[src/rtl/mw_pkg.sv]
package mw_pkg;

    typedef enum logic [2:0] {
        ST_IDLE = 3'd0,
        ST_CMD  = 3'd1,
        ST_DATA = 3'd2,
        ST_HOLD = 3'd3,
        ST_READ = 3'd4
    } mw_state_e;

    typedef enum logic [2:0] {
        PK_NONE  = 3'd0,
        PK_WRITE = 3'd1,
        PK_WRALL = 3'd2,
        PK_ERASE = 3'd3,
        PK_ERAL  = 3'd4
    } mw_prog_e;

    localparam logic [1:0] OP_EXT   = 2'b00;
    localparam logic [1:0] OP_WRITE = 2'b01;
    localparam logic [1:0] OP_READ  = 2'b10;
    localparam logic [1:0] OP_ERASE = 2'b11;

    localparam logic [1:0] SUB_WDS   = 2'b00;
    localparam logic [1:0] SUB_WRALL = 2'b01;
    localparam logic [1:0] SUB_ERAL  = 2'b10;
    localparam logic [1:0] SUB_WEN   = 2'b11;

endpackage

[src/rtl/mw_sync.sv]
module mw_sync #(
    parameter int WIDTH  = 4,
    parameter int STAGES = 2
) (
    input  logic             clk,
    input  logic             rst_n,
    input  logic [WIDTH-1:0] async_i,
    output logic [WIDTH-1:0] sync_o
);

    logic [STAGES-1:0][WIDTH-1:0] pipe_d, pipe_q;

    always_comb begin
        pipe_d[0] = async_i;
        for (int s = 1; s < STAGES; s++) begin
            pipe_d[s] = pipe_q[s-1];
        end
    end

    always_ff @(posedge clk or negedge rst_n) begin
        if (!rst_n) pipe_q <= '0;
        else        pipe_q <= pipe_d;
    end

    assign sync_o = pipe_q[STAGES-1];

endmodule

[src/rtl/mw_prog_timer.sv]
module mw_prog_timer #(
    parameter int CYCLES = 2000
) (
    input  logic clk,
    input  logic rst_n,
    input  logic start,
    output logic busy
);

    localparam int CW = $clog2(CYCLES + 1);

    logic [CW-1:0] cnt_d, cnt_q;

    always_comb begin
        cnt_d = cnt_q;
        if (start)             cnt_d = CW'(CYCLES);
        else if (cnt_q != '0)  cnt_d = cnt_q - 1'b1;
    end

    always_ff @(posedge clk or negedge rst_n) begin
        if (!rst_n) cnt_q <= '0;
        else        cnt_q <= cnt_d;
    end

    assign busy = (cnt_q != '0);

endmodule

[src/rtl/mw_store.sv]
module mw_store #(
    parameter int ABITS = 7
) (
    input  logic             clk,
    input  logic             rst_n,
    input  logic             wide,
    input  logic [ABITS-1:0] rd_addr,
    output logic [15:0]      rd_data,
    input  logic             wr_en,
    input  logic             wr_all,
    input  logic [ABITS-1:0] wr_addr,
    input  logic [15:0]      wr_data
);

    localparam int DEPTH = 1 << ABITS;

    logic [DEPTH*8-1:0] flat;

    for (genvar i = 0; i < DEPTH; i++) begin : g_cell
        localparam logic [ABITS-1:0] IDX = ABITS'(i);
        logic [7:0] cell_d, cell_q;
        logic       hit;

        always_comb begin
            if (wide) hit = wr_all || (wr_addr[ABITS-2:0] == IDX[ABITS-1:1]);
            else      hit = wr_all || (wr_addr == IDX);
            cell_d = cell_q;
            if (wr_en && hit) begin
                if (wide && IDX[0]) cell_d = wr_data[15:8];
                else                cell_d = wr_data[7:0];
            end
        end

        always_ff @(posedge clk or negedge rst_n) begin
            if (!rst_n) cell_q <= 8'hFF;
            else        cell_q <= cell_d;
        end

        assign flat[i*8 +: 8] = cell_q;
    end

    always_comb begin
        if (wide) rd_data = {flat[{rd_addr[ABITS-2:0], 1'b1}*8 +: 8],
                             flat[{rd_addr[ABITS-2:0], 1'b0}*8 +: 8]};
        else      rd_data = {8'h00, flat[rd_addr*8 +: 8]};
    end

endmodule

[src/rtl/mw_eeprom_core.sv]
module mw_eeprom_core
    import mw_pkg::*;
#(
    parameter int ABITS       = 7,
    parameter int PROG_CYCLES = 2000
) (
    input  logic clk,
    input  logic rst_n,
    input  logic cs,
    input  logic sk,
    input  logic din,
    input  logic org,
    output logic dout,
    output logic dout_oe
);

    localparam int CMD_W = ABITS + 2;
    localparam int CNTW  = $clog2(CMD_W + 1);

    typedef struct packed {
        mw_state_e        st;
        logic [CMD_W-1:0] cmd;
        logic [CNTW-1:0]  cnt;
        logic [ABITS-1:0] addr;
        logic [3:0]       rbit;
        logic [15:0]      data;
        mw_prog_e         pend;
        logic             wen;
        logic             stat;
        logic             dout;
        logic             oe;
        logic             cs_prev;
        logic             sk_prev;
    } regs_t;

    regs_t r_d, r_q;

    logic [3:0] sync_w;
    logic       cs_s, sk_s, din_s, x16;

    mw_sync #(.WIDTH(4), .STAGES(2)) u_sync (
        .clk     (clk),
        .rst_n   (rst_n),
        .async_i ({cs, sk, din, org}),
        .sync_o  (sync_w)
    );
    assign {cs_s, sk_s, din_s, x16} = sync_w;

    logic busy, start;

    mw_prog_timer #(.CYCLES(PROG_CYCLES)) u_timer (
        .clk   (clk),
        .rst_n (rst_n),
        .start (start),
        .busy  (busy)
    );

    logic             arr_we, arr_all;
    logic [15:0]      arr_wdata, rd_data;

    mw_store #(.ABITS(ABITS)) u_store (
        .clk     (clk),
        .rst_n   (rst_n),
        .wide    (x16),
        .rd_addr (r_q.addr),
        .rd_data (rd_data),
        .wr_en   (arr_we),
        .wr_all  (arr_all),
        .wr_addr (r_q.addr),
        .wr_data (arr_wdata)
    );

    logic             sk_rise, cs_fall;
    logic [CMD_W-1:0] cmd_nx;
    logic [CNTW-1:0]  cmd_last;
    logic [1:0]       op, sub;
    logic [ABITS-1:0] dec_addr, next_addr;
    logic [3:0]       word_msb;

    always_comb begin
        sk_rise  = sk_s && !r_q.sk_prev;
        cs_fall  = !cs_s && r_q.cs_prev;
        cmd_nx   = {r_q.cmd[CMD_W-2:0], din_s};
        cmd_last = x16 ? CNTW'(CMD_W - 2) : CNTW'(CMD_W - 1);
        word_msb = x16 ? 4'd15 : 4'd7;
        if (x16) begin
            op        = cmd_nx[CMD_W-2 -: 2];
            sub       = cmd_nx[ABITS-2 -: 2];
            dec_addr  = {1'b0, cmd_nx[ABITS-2:0]};
            next_addr = {1'b0, r_q.addr[ABITS-2:0] + 1'b1};
        end else begin
            op        = cmd_nx[CMD_W-1 -: 2];
            sub       = cmd_nx[ABITS-1 -: 2];
            dec_addr  = cmd_nx[ABITS-1:0];
            next_addr = r_q.addr + 1'b1;
        end
    end

    always_comb begin
        r_d         = r_q;
        r_d.sk_prev = sk_s;
        r_d.cs_prev = cs_s;
        start       = 1'b0;
        arr_we      = 1'b0;
        arr_all     = 1'b0;
        arr_wdata   = 16'hFFFF;

        if (!cs_s) begin
            if (cs_fall && !busy && r_q.wen && (r_q.pend != PK_NONE)) begin
                start    = 1'b1;
                arr_we   = 1'b1;
                r_d.stat = 1'b1;
                unique case (r_q.pend)
                    PK_WRITE: arr_wdata = x16 ? r_q.data : {8'h00, r_q.data[7:0]};
                    PK_WRALL: begin
                        arr_all   = 1'b1;
                        arr_wdata = x16 ? r_q.data : {r_q.data[7:0], r_q.data[7:0]};
                    end
                    PK_ERAL:  arr_all = 1'b1;
                    default:  arr_wdata = 16'hFFFF;
                endcase
            end else if (!busy) begin
                r_d.stat = 1'b0;
            end
            r_d.st   = ST_IDLE;
            r_d.pend = PK_NONE;
        end else if (!busy && sk_rise) begin
            unique case (r_q.st)
                ST_IDLE: begin
                    if (din_s) begin
                        r_d.st   = ST_CMD;
                        r_d.cmd  = '0;
                        r_d.cnt  = '0;
                        r_d.stat = 1'b0;
                    end
                end
                ST_CMD: begin
                    r_d.cmd = cmd_nx;
                    r_d.cnt = r_q.cnt + 1'b1;
                    if (r_q.cnt == cmd_last) begin
                        r_d.addr = dec_addr;
                        r_d.st   = ST_HOLD;
                        unique case (op)
                            OP_READ: begin
                                r_d.st   = ST_READ;
                                r_d.rbit = word_msb;
                                r_d.dout = 1'b0;
                            end
                            OP_WRITE: begin
                                r_d.st   = ST_DATA;
                                r_d.data = '0;
                                r_d.pend = PK_WRITE;
                            end
                            OP_ERASE: r_d.pend = PK_ERASE;
                            default: begin
                                unique case (sub)
                                    SUB_WEN: r_d.wen = 1'b1;
                                    SUB_WDS: r_d.wen = 1'b0;
                                    SUB_WRALL: begin
                                        r_d.st   = ST_DATA;
                                        r_d.data = '0;
                                        r_d.pend = PK_WRALL;
                                    end
                                    default: r_d.pend = PK_ERAL;
                                endcase
                            end
                        endcase
                    end
                end
                ST_DATA: r_d.data = {r_q.data[14:0], din_s};
                ST_READ: begin
                    r_d.dout = rd_data[r_q.rbit];
                    if (r_q.rbit == 4'd0) begin
                        r_d.rbit = word_msb;
                        r_d.addr = next_addr;
                    end else begin
                        r_d.rbit = r_q.rbit - 1'b1;
                    end
                end
                default: r_d.st = r_q.st;
            endcase
        end

        if (cs_s && r_d.stat && (r_d.st != ST_READ)) r_d.dout = !busy;
        r_d.oe = cs_s && ((r_d.st == ST_READ) || r_d.stat);
    end

    always_ff @(posedge clk or negedge rst_n) begin
        if (!rst_n) begin
            r_q      <= '0;
            r_q.st   <= ST_IDLE;
            r_q.pend <= PK_NONE;
        end else begin
            r_q <= r_d;
        end
    end

    assign dout    = r_q.dout;
    assign dout_oe = r_q.oe;

endmodule

[config.mk]
export PLATFORM = sky130hd
export DESIGN_NAME = mw_eeprom_core
export DESIGN_NICKNAME = d
export VERILOG_FILES = /design/src/rtl/mw_pkg.sv /design/src/rtl/mw_sync.sv /design/src/rtl/mw_prog_timer.sv /design/src/rtl/mw_store.sv /design/src/rtl/mw_eeprom_core.sv
export SDC_FILE = /design/constraint.sdc
export NUM_CORES = 2
export LEC_CHECK = 0
export BUFFER_PORTS_ARGS = -buffer_cell sky130_fd_sc_hd__buf_2
export CORE_MARGIN = 2
export CORE_UTILIZATION = 28
export DETAILED_ROUTE_END_ITERATION = 10
export HOLD_SLACK_MARGIN = 0.1
export PLACE_DENSITY = 0.47
export SLEW_MARGIN = 20
export SYNTH_ARGS = -nofsm -noshare
export SYNTH_HDL_FRONTEND = slang
export SYNTH_SLANG_ARGS = --single-unit
export TNS_END_PERCENT = 100
[constraint.sdc]
create_clock -name clk -period 5.25 [get_ports clk]
set_input_delay 0.2625 -clock clk [delete_from_list [all_inputs] [get_ports clk]]
set_output_delay 0.2625 -clock clk [all_outputs]
set_load 0.1 [all_outputs]
==> impl_metrics.toml <==
[cts]
cts_inserted_buffers = 135
cts_root_buffer = "clkbuf_16"
hold_buffers = 7
clk_path_buf_depth = 3
cts_tree = "yes"
clk-insertion-delay-late_ns = 0.82
post_cts_buffers = 0
htree_num_levels = 4
cts_resized = 0
clkSinkCount = 1094
clkTransAtPathRegs_ns = 0.07

[sta]
worst_slew_pin_slew_ns = 1.29
max_freq_mhz = 227
hold_viol_final = 0
rsz0062_at_grt = "false"
worst_clock_skew_ns = 0.0403
setup_viol = 0
tns_ns = 0
finalCritPeriodShare = 0.839
min_period_ns = 4.41
relSlewSlack = 0.128
slew_viol_final = 0

[global_routing]
grt_overflow = 0
antenna_found_initial = 15
grt_pass1_wl_um = 407000
grt_pass1_vias = 51200
grt_max_degree = 170
grtUsageTotal = 0.254

[cells_and_area]
drive_gt1_frac = 0.308
final_util = 0.321
layout.cells.most_common = "a21oi_1"
fin_nets = 6323
seq_area_mm2 = 0.0287
layout_common_cells = "a21oi_1 (1,331), nor2_1 (1,106), dfstp_2 (1,024)"
multi_input_area_mm2 = 0.0294
stdcell_count = 9269
num-fill-cells = 22300
area.growth.synth_to_final_pct = 14.1
final_area_mm2 = 0.0696

[synthesis]
synth_top_family_by_area = "compound AO/OA/AOI/OAI gates"
syn_area_mm2 = 0.0610
syn_nets = 6492
synthMuxAreaShare = 0.0908
synth_simple_gate_area_frac = 0.135
synth_top_flop_cell = "dfstp_2"
yosysWarnings = 0
synthXorXnorAreaFrac = 0.00115
async_flop_share = 1.00
synthCells = 6477
avgSynthCellArea_um2 = 9.42
synth-seq-cells = 1094
ys_types = 86
yosys.area_share.adder = 0.00185
synth_edf_count = 0
synth-seq-area-share = 0.470
synth_compound_area_frac = 0.249

[power]
power.switching_mw = 4.44
peakVddDrop_v = 0.000367
power_density_mw_per_mm2 = 272
p_comb_frac = 0.028
clkPwrFrac = 0.522
seq_power_share = 0.450
leakage_nw = 24.5
switching_share = 0.234
p_int_mw = 14.5

[worst_setup_path]
cp_max_fo = 58
critical_path_class = "register to register"
end_kind = "register"
critPathArrivalTime_ns = 5.10
critPathRequiredTime_ns = 5.94
crit_path_start_kind = "register"

[floorplan]
die-width_um = 471
rows = 171
start_util = 0.281
die_h_um = 471
core-area_mm2 = 0.217
die-area_mm2 = 0.222
ios = 8

[placed_design]
dp.cells = 9018
hpwlAfterDp_um = 193000
numPortBuffers = 7
placed_area_mm2 = 0.0649
gp_congestion = 0.982

[detailed_routing]
drc = 0
via_per_inst = 5.84
drtAntennaViolNets = 0
first_pass_iters = 9
drt_wl_total_um = 289000
drtIter0Drc = 6983
dr_total_vias = 54100
wl_per_cell_um = 31.2

[flow_run]
cap_violations = 0

[status]
status = "finished clean"

[worst_hold_path]
min_path_type = "input pin to register"
## layer usage
metal | routed length, um | share of wire | vias up | global-route usage
li1 | - | - | 23100 | -
met1 | 120000 | 0.41 | 27300 | 0.340
met2 | 127000 | 0.44 | 2921 | 0.382
met3 | 25800 | 0.089 | 738 | 0.0563
met4 | 17100 | 0.059 | 10 | 0.134
met5 | 71 | 0.00025 | - | 0
## synthesized netlist by cell type, types with 15 or more instances
library cell,number,area share
a21oi_1,1336,0.11
nor2_1,1112,0.068
dfstp_2,1024,0.44
nand2_1,442,0.027
clkbuf_1,265,0.016
o21ai_0,198,0.016
buf_2,174,0.014
mux2i_1,161,0.026
mux4_2,137,0.051
buf_4,120,0.015
nand3_1,93,0.0076
a22oi_1,88,0.011
o22ai_1,76,0.0078
mux2_2,75,0.014
dfrtp_1,70,0.029
o221ai_1,67,0.0096
nor2b_1,65,0.0067
a211oi_1,62,0.0076
a21oi_2,60,0.0086
a21oi_4,60,0.016
a31oi_1,58,0.0059
buf_1,52,0.0032
a221oi_1,48,0.0069
nor3_1,48,0.0039
o211ai_1,46,0.0057
nand2b_1,42,0.0043
and2_1,34,0.0035
a2bb2oi_1,31,0.0045
a22o_1,22,0.0032
inv_1,21,0.0013
a32oi_1,20,0.0029
o2111ai_1,19,0.0027
a21o_1,18,0.0022
o31ai_1,18,0.0022
a222oi_1,17,0.0028
a221o_1,15,0.0025
o21a_1,15,0.0018
## kinds of logic (layout without fill, tap and decap cells)
group | count (synthesis) | after routing
flip-flops | 1094 | 1094
AND/OR/NAND/NOR | 1939 | 1939
XOR/XNOR | 8 | 8
other | 0 | 6
AO/OA/AOI/OAI | 2403 | 2403
buffers and inverters | 651 | 583
multiplexers | 373 | 373
adder cells (fa/ha/maj) | 9 | 9
## stage by stage
stage	total power [mW]	worst slack, ns	hold WS [ns]
after floorplan	8.82	1.24	-0.0331
after global placement	9.17	1.02	0.337
after detailed placement	9.18	1.03	0.340
after CTS	19.1	1.03	0.103
after global routing	19.5	0.765	0.141
final	19.0	0.844	0.137
## power by group through the flow
stage	clock network [mW]	registers (mW)	logic (mW)
after global placement	0	8.65	0.523
after floorplan	0	8.63	0.194
final	9.89	8.53	0.534
after CTS	10.1	8.53	0.532
after global routing	10.4	8.53	0.575
after detailed placement	0	8.65	0.526
## flip-flops by register name (all words and copies together), names as in the netlist
signal,cells
u_store.g_cell.cell_q,1024
dout,1
r_q,41
u_sync.pipe_d,4
u_timer.cnt_q,11
u_sync.sync_o,4
dout_oe,1
cmd_nx,8
## cell type report
cell class,instances,share of cell area
Tap cell,2854,0.0513
Sequential cell,1094,0.412
Timing Repair Buffer,318,0.0456
Inverter,27,0.00164
Clock buffer,197,0.0577
Antenna cell,6,0.000216
Multi-Input combinational cell,4732,0.423
Clock inverter,41,0.00843
## final timing paths
kind | slack (ns) | to | startpoint | depth (start not counted)
max in group asynchronous | 3.55 | u_store.g_cell[29].cell_q[0] | rst_n | 3
hold reg to reg | 0.35 | u_sync.sync_o[2] | u_sync.pipe_d[6] | 0
hold / removal | 0.14 | u_sync.pipe_d[5] | din | 2
min in group asynchronous | 0.15 | cmd_nx[5] | rst_n | 2
setup reg to reg | 0.84 | dout | u_sync.sync_o[0] | 8
setup / recovery | 0.84 | dout | u_sync.sync_o[0] | 8
## critical path: stages (launching register included)
cell and delay [ns]:
dfrtp_4 0.74, buf_12 0.40, nand2b_1 0.12, o22ai_1 0.89, a31oi_1 0.29, a31oi_1 0.95
nand2_1 0.55, o21ai_0 0.23, a211oi_1 0.09
No activity file was read; power rests on OpenSTA's default activity.
